==> config.mk <==
export PLATFORM = sky130hd
export DESIGN_NAME = tt_window_matcher
export DESIGN_NICKNAME = d
export VERILOG_FILES = /design/src/rtl/tt_pkg.sv /design/src/rtl/tt_window_cmp.sv /design/src/rtl/tt_prio_sel.sv /design/src/rtl/tt_window_matcher.sv
export SDC_FILE = /design/constraint.sdc
export NUM_CORES = 1
export LEC_CHECK = 0
export CAP_MARGIN = 10
export CORE_ASPECT_RATIO = 1.4
export CORE_MARGIN = 2
export CORE_UTILIZATION = 14
export DETAILED_ROUTE_END_ITERATION = 10
export GPL_TIMING_DRIVEN = 0
export PLACE_DENSITY_LB_ADDON = 0.1
export SYNTH_ARGS = -nofsm -noshare
export SYNTH_HDL_FRONTEND = slang
export SYNTH_SLANG_ARGS = --single-unit
==> constraint.sdc <==
create_clock -name vclk -period 1.1
set_input_delay 0.22 -clock vclk [all_inputs]
set_output_delay 0.22 -clock vclk [all_outputs]
set_load 0.01 [all_outputs]
==> src/rtl/tt_pkg.sv <==
// Shared constants and types for the transparent translation window matcher.
// Assumes windows are compared on the most significant address byte.
package tt_pkg;
    localparam int TT_CMP_W  = 8;
    localparam int TT_PSEL_W = 2;

    // Privilege selector codes; bit 1 set means either level matches.
    typedef enum logic [TT_PSEL_W-1:0] {
        PSEL_USER = 2'b00,
        PSEL_SUPV = 2'b01,
        PSEL_ANY  = 2'b10,
        PSEL_ANY2 = 2'b11
    } psel_e;

    // Combined result of the window search.
    typedef struct packed {
        logic hit;
        logic abort;
    } tt_flags_t;
endpackage

==> src/rtl/tt_window_cmp.sv <==
// Compares one access against one transparent translation window.
// Assumes addr_hi already holds only the compared upper address bits.
module tt_window_cmp
    import tt_pkg::*;
#(
    parameter int CMP_W = TT_CMP_W
) (
    input  logic [CMP_W-1:0]     addr_hi,
    input  logic                 acc_sup,
    input  logic                 en,
    input  logic [CMP_W-1:0]     base,
    input  logic [CMP_W-1:0]     mask,
    input  logic [TT_PSEL_W-1:0] psel,
    output logic                 match
);
    logic priv_ok;
    logic addr_ok;

    // Privilege condition from the selector code.
    always_comb begin
        unique case (psel_e'(psel))
            PSEL_USER: priv_ok = !acc_sup;
            PSEL_SUPV: priv_ok = acc_sup;
            default:   priv_ok = 1'b1;
        endcase
    end

    // Unmasked bits must agree; window must be enabled.
    always_comb begin
        addr_ok = ((addr_hi ^ base) & ~mask) == '0;
        match   = en && priv_ok && addr_ok;
    end
endmodule

==> src/rtl/tt_prio_sel.sv <==
// Picks the lowest-numbered matching window and forms the abort request.
// Assumes the match and write-protect vectors are indexed by window number.
module tt_prio_sel
    import tt_pkg::*;
#(
    parameter int N_WIN = 2,
    parameter int IDX_W = 1
) (
    input  logic [N_WIN-1:0] match,
    input  logic [N_WIN-1:0] wp,
    input  logic             acc_wr,
    output tt_flags_t        flags,
    output logic [IDX_W-1:0] idx
);
    // Scan from the highest index down so the lowest match is kept last.
    always_comb begin
        flags.hit   = 1'b0;
        flags.abort = 1'b0;
        idx         = '0;
        for (int w = N_WIN - 1; w >= 0; w--) begin
            if (match[w]) begin
                flags.hit   = 1'b1;
                flags.abort = wp[w] && acc_wr;
                idx         = IDX_W'(w);
            end
        end
    end
endmodule

==> src/rtl/tt_window_matcher.sv <==
// Top of the transparent translation window matcher: one comparator per
// window, a priority select, and an optional output register stage.
// Assumes window fields are packed with window w in slice w of each bus.
module tt_window_matcher
    import tt_pkg::*;
#(
    parameter int ADDR_W  = 32,
    parameter int CMP_W   = TT_CMP_W,
    parameter int N_WIN   = 2,
    parameter bit REG_OUT = 1'b0,
    localparam int IDX_W  = (N_WIN > 1) ? $clog2(N_WIN) : 1
) (
    input  logic                       clk,
    input  logic                       rst_n,
    input  logic [ADDR_W-1:0]          acc_addr,
    input  logic                       acc_sup,
    input  logic                       acc_wr,
    input  logic [N_WIN-1:0]           win_en,
    input  logic [N_WIN*CMP_W-1:0]     win_base,
    input  logic [N_WIN*CMP_W-1:0]     win_mask,
    input  logic [N_WIN*TT_PSEL_W-1:0] win_psel,
    input  logic [N_WIN-1:0]           win_wp,
    output logic                       hit,
    output logic [IDX_W-1:0]           hit_idx,
    output logic                       abort_req
);
    logic [CMP_W-1:0] addr_hi;
    logic [N_WIN-1:0] match;
    tt_flags_t        flags_c;
    logic [IDX_W-1:0] idx_c;

    assign addr_hi = acc_addr[ADDR_W-1 -: CMP_W];

    for (genvar w = 0; w < N_WIN; w++) begin : g_win
        tt_window_cmp #(.CMP_W(CMP_W)) u_cmp (
            .addr_hi (addr_hi),
            .acc_sup (acc_sup),
            .en      (win_en[w]),
            .base    (win_base[w*CMP_W +: CMP_W]),
            .mask    (win_mask[w*CMP_W +: CMP_W]),
            .psel    (win_psel[w*TT_PSEL_W +: TT_PSEL_W]),
            .match   (match[w])
        );
    end

    tt_prio_sel #(.N_WIN(N_WIN), .IDX_W(IDX_W)) u_sel (
        .match  (match),
        .wp     (win_wp),
        .acc_wr (acc_wr),
        .flags  (flags_c),
        .idx    (idx_c)
    );

    if (REG_OUT) begin : g_reg
        tt_flags_t        flags_q;
        logic [IDX_W-1:0] idx_q;

        // Output stage: capture the search result, clear on reset.
        always_ff @(posedge clk) begin
            if (!rst_n) begin
                flags_q <= '0;
                idx_q   <= '0;
            end else begin
                flags_q <= flags_c;
                idx_q   <= idx_c;
            end
        end

        assign hit       = flags_q.hit;
        assign abort_req = flags_q.abort;
        assign hit_idx   = idx_q;
    end else begin : g_comb
        assign hit       = flags_c.hit;
        assign abort_req = flags_c.abort;
        assign hit_idx   = idx_c;
    end
endmodule

==> results.json <==
{
  "outcome": "complete, but fails checks",
  "violations": "negative setup slack",
  "critical-path-slowest-cell": "sky130_fd_sc_hd__nor3_2",
  "main_combinational_cell_family_by_area_after_synthesis": "XOR/XNOR gates",
  "syn_to_final_growth_pct": 225.3,
  "finalHoldWorstSlack_ns": 1.038,
  "layout_worst_path_cycle_share_pct": 142.2,
  "synthesis.area_per_instance_um2": 7.090,
  "total_global_routing_track_utilization_pct": 10.28,
  "route.detailed.drc": 0,
  "post_synth_mux_area_share_pct": 3.620,
  "power.static_leakage_nw": 0.4428,
  "yosys.area_share.xor_xnor_pct": 57.01,
  "family_with_the_most_delay_on_the_worst_path": "buffers and inverters",
  "antenna_cells": 0,
  "whs_path_depth": 7,
  "cp-start-kind": "primary input",
  "ant_nets": 0,
  "sequential_cell_count": 0,
  "syn-cell-area_um2": 276.5,
  "finalInstanceArea_um2": 899.6,
  "whs_endpoint": "hit",
  "postLayoutCoreUtil_pct": 46.72,
  "synth.largest_area_cell": "sky130_fd_sc_hd__xnor2_1",
  "worst-setup-path-type": "in -> out",
  "multiInputGateArea_um2": 406.6,
  "via_per_inst": 4.303,
  "yosysSeqAreaShare_pct": 0,
  "drive_above_1_share_pct": 54.08,
  "total_of_warnings_raised_by_yosys": 0,
  "cp.required_ns": 0.88,
  "met2RoutedLength_um": 711,
  "synth_simple_gate_area_share_pct": 15.84,
  "post-route-min-period_ns": 1.565,
  "cp_cell_instances": "buf_2, xnor2_2, o21ai_2, nor3_2, nand2_1, buf_6, mux2i_2, buf_2",
  "hold_start": "win_base[0]",
  "post_synth_inst_count": 39,
  "maximum_number_of_pins_on_one_net_before_global_route_repair": 3,
  "first_pass_iters": 1,
  "totalWireLength_um": 1256,
  "setup.worst_path.end_class": "output port",
  "clock_buffers": 0,
  "gp_congestion": 0.6766,
  "max_stage_delay_ns": 0.22,
  "synth-compound-area-share_pct": 23.53,
  "tightest_slew_ns": 0.1953,
  "pin_count": 79,
  "area_fraction_of_the_dominant_cell_type_after_synthesis_pct": 57.01,
  "post_synth_fa_ha_maj_area_fraction_pct": 0,
  "critical_path.most_common_cell": "sky130_fd_sc_hd__buf_2",
  "std_cell_rows": 19,
  "post-route-worst-setup-slack_ns": -0.4646,
  "design.final.nets": 176,
  "worst-path-max-fanout": 2,
  "floorplan.die.height_um": 56.59,
  "timing.slew.headroom_pct": 86.91,
  "dr_total_vias": 512,
  "hold_path_class": "in -> out",
  "dp_slack_ns": -1.283,
  "synthTopCellsByArea": "sky130_fd_sc_hd__xnor2_1, sky130_fd_sc_hd__o22ai_1, sky130_fd_sc_hd__nand2_1",
  "maxCapViolations": 0,
  "die_width_um": 41.56,
  "fp.coreArea_um2": 1926,
  "setup_viol": 3,
  "synth_most_common_cell": "sky130_fd_sc_hd__xnor2_1",
  "post_dp_cell_area_um2": 852.1,
  "powerDensity_nw_per_um2": 390.6,
  "ir_worst_vdd_mv": 0.1617,
  "finalHoldViolations": 0,
  "maxSlewViolCount": 0,
  "die_area_um2": 2352,
  "postSynthNetCount": 115,
  "initial_core_util_pct": 14.36,
  "crit_buf_inv": 3,
  "rsz0062_at_grt": "yes",
  "wirelength_per_cell_um": 10.55,
  "seq_area_um2": 0,
  "route.met3.wl_um": 153,
  "place.port_buffers": 53,
  "grt_pass1_vias": 518,
  "ys_top_cells_by_count": "sky130_fd_sc_hd__xnor2_1, sky130_fd_sc_hd__o22ai_1, sky130_fd_sc_hd__nand2_1",
  "first_pass_grt_wire_length_um": 2021,
  "initial_antenna_violation_count": 0,
  "timing.fmax_mhz": 639.1,
  "wl_met1_um": 391,
  "netlist-cell-type-count": 11,
  "highest-signal-layer": "met3",
  "drt-initial-drc-count": 0,
  "fillCellCount": 211,
  "critPathArrivalTime_ns": 1.34,
  "grt-ovfl-total": 0
}
## per-stage QoR
step,total power [mW],setup TNS [ns],cells
3_3_place_gp,0.3256,-3.640,113
4_1_cts,0.3436,-1.079,118
3_5_place_dp,0.3275,-3.681,113
2_1_floorplan,0.1098,-0.1264,39
6_report,0.3514,-1.150,119
5_1_grt,0.3808,-1.450,119
## cell type report
| class | count | area share, % |
|---|---|---|
| repair buffers | 59 | 51.88 |
| well taps | 21 | 2.921 |
| multi-input cells | 39 | 45.20 |
## logic make-up (layout without fill, tap and decap cells)
kind of cell / after synthesis / count (layout)
XOR/XNOR: 18 / 18
AO/OA/AOI/OAI: 11 / 11
AND/OR/NAND/NOR: 9 / 9
multiplexers: 1 / 1
buffers and inverters: 0 / 59
## per-layer routing
layer	global-route usage [%]	up-vias
met5	0	-
li1	-	260
met2	20.09	36
met3	2.572	0
met1	11.55	216
met4	0	0
## cells in the final DEF (no fill, tap or decap)
master                            count
sky130_fd_sc_hd__dlygate4sd2_1       23
sky130_fd_sc_hd__buf_2               17
sky130_fd_sc_hd__xnor2_2             11
sky130_fd_sc_hd__buf_6                8
sky130_fd_sc_hd__xnor2_1              7
sky130_fd_sc_hd__buf_4                6
sky130_fd_sc_hd__o22ai_2              5
sky130_fd_sc_hd__nand2_1              4
sky130_fd_sc_hd__o22ai_1              3
sky130_fd_sc_hd__clkdlybuf4s50_1      3
sky130_fd_sc_hd__nor3_2               2
sky130_fd_sc_hd__nor2_1               2
sky130_fd_sc_hd__o21ai_1              1
sky130_fd_sc_hd__nand4_1              1
sky130_fd_sc_hd__o21ai_2              1
sky130_fd_sc_hd__mux2i_2              1
sky130_fd_sc_hd__a21oi_2              1
sky130_fd_sc_hd__clkdlybuf4s15_1      1
sky130_fd_sc_hd__clkbuf_2             1
## where the power goes
group / internal (mW) / switching, mW / total [mW] / leakage (nW)
Sequential: 0 / 0 / 0 / 0
Combinational: 0.229 / 0.122 / 0.351 / 0.443
Clock: 0 / 0 / 0 / 0
Total: 0.229 / 0.122 / 0.351 / 0.443
## worst max path at each step
stage                            from         to  cells after the start
after global placement        acc_sup  abort_req                      7
after global routing      win_psel[0]  abort_req                      8
after CTS                 win_psel[2]  abort_req                      8
final                     win_psel[0]  abort_req                      8
after detailed placement      acc_sup  abort_req                      7
after floorplan           win_base[9]  abort_req                      5
## worst min-delay path: stages
cell                      delay, ns
sky130_fd_sc_hd__buf_2         0.10
sky130_fd_sc_hd__xnor2_2       0.07
sky130_fd_sc_hd__o22ai_2       0.09
sky130_fd_sc_hd__nor3_2        0.06
sky130_fd_sc_hd__nand2_1       0.08
sky130_fd_sc_hd__nand2_1       0.05
sky130_fd_sc_hd__buf_2         0.13
## repair_timing
item                       4_1_cts  5_1_grt
hold buffers                     0        0
buffers inserted                 5        1
pin swaps                       35        9
setup endpoints to repair        3        3
gates resized for setup        146        8
Note: power is estimated with default switching activity, not from simulation.
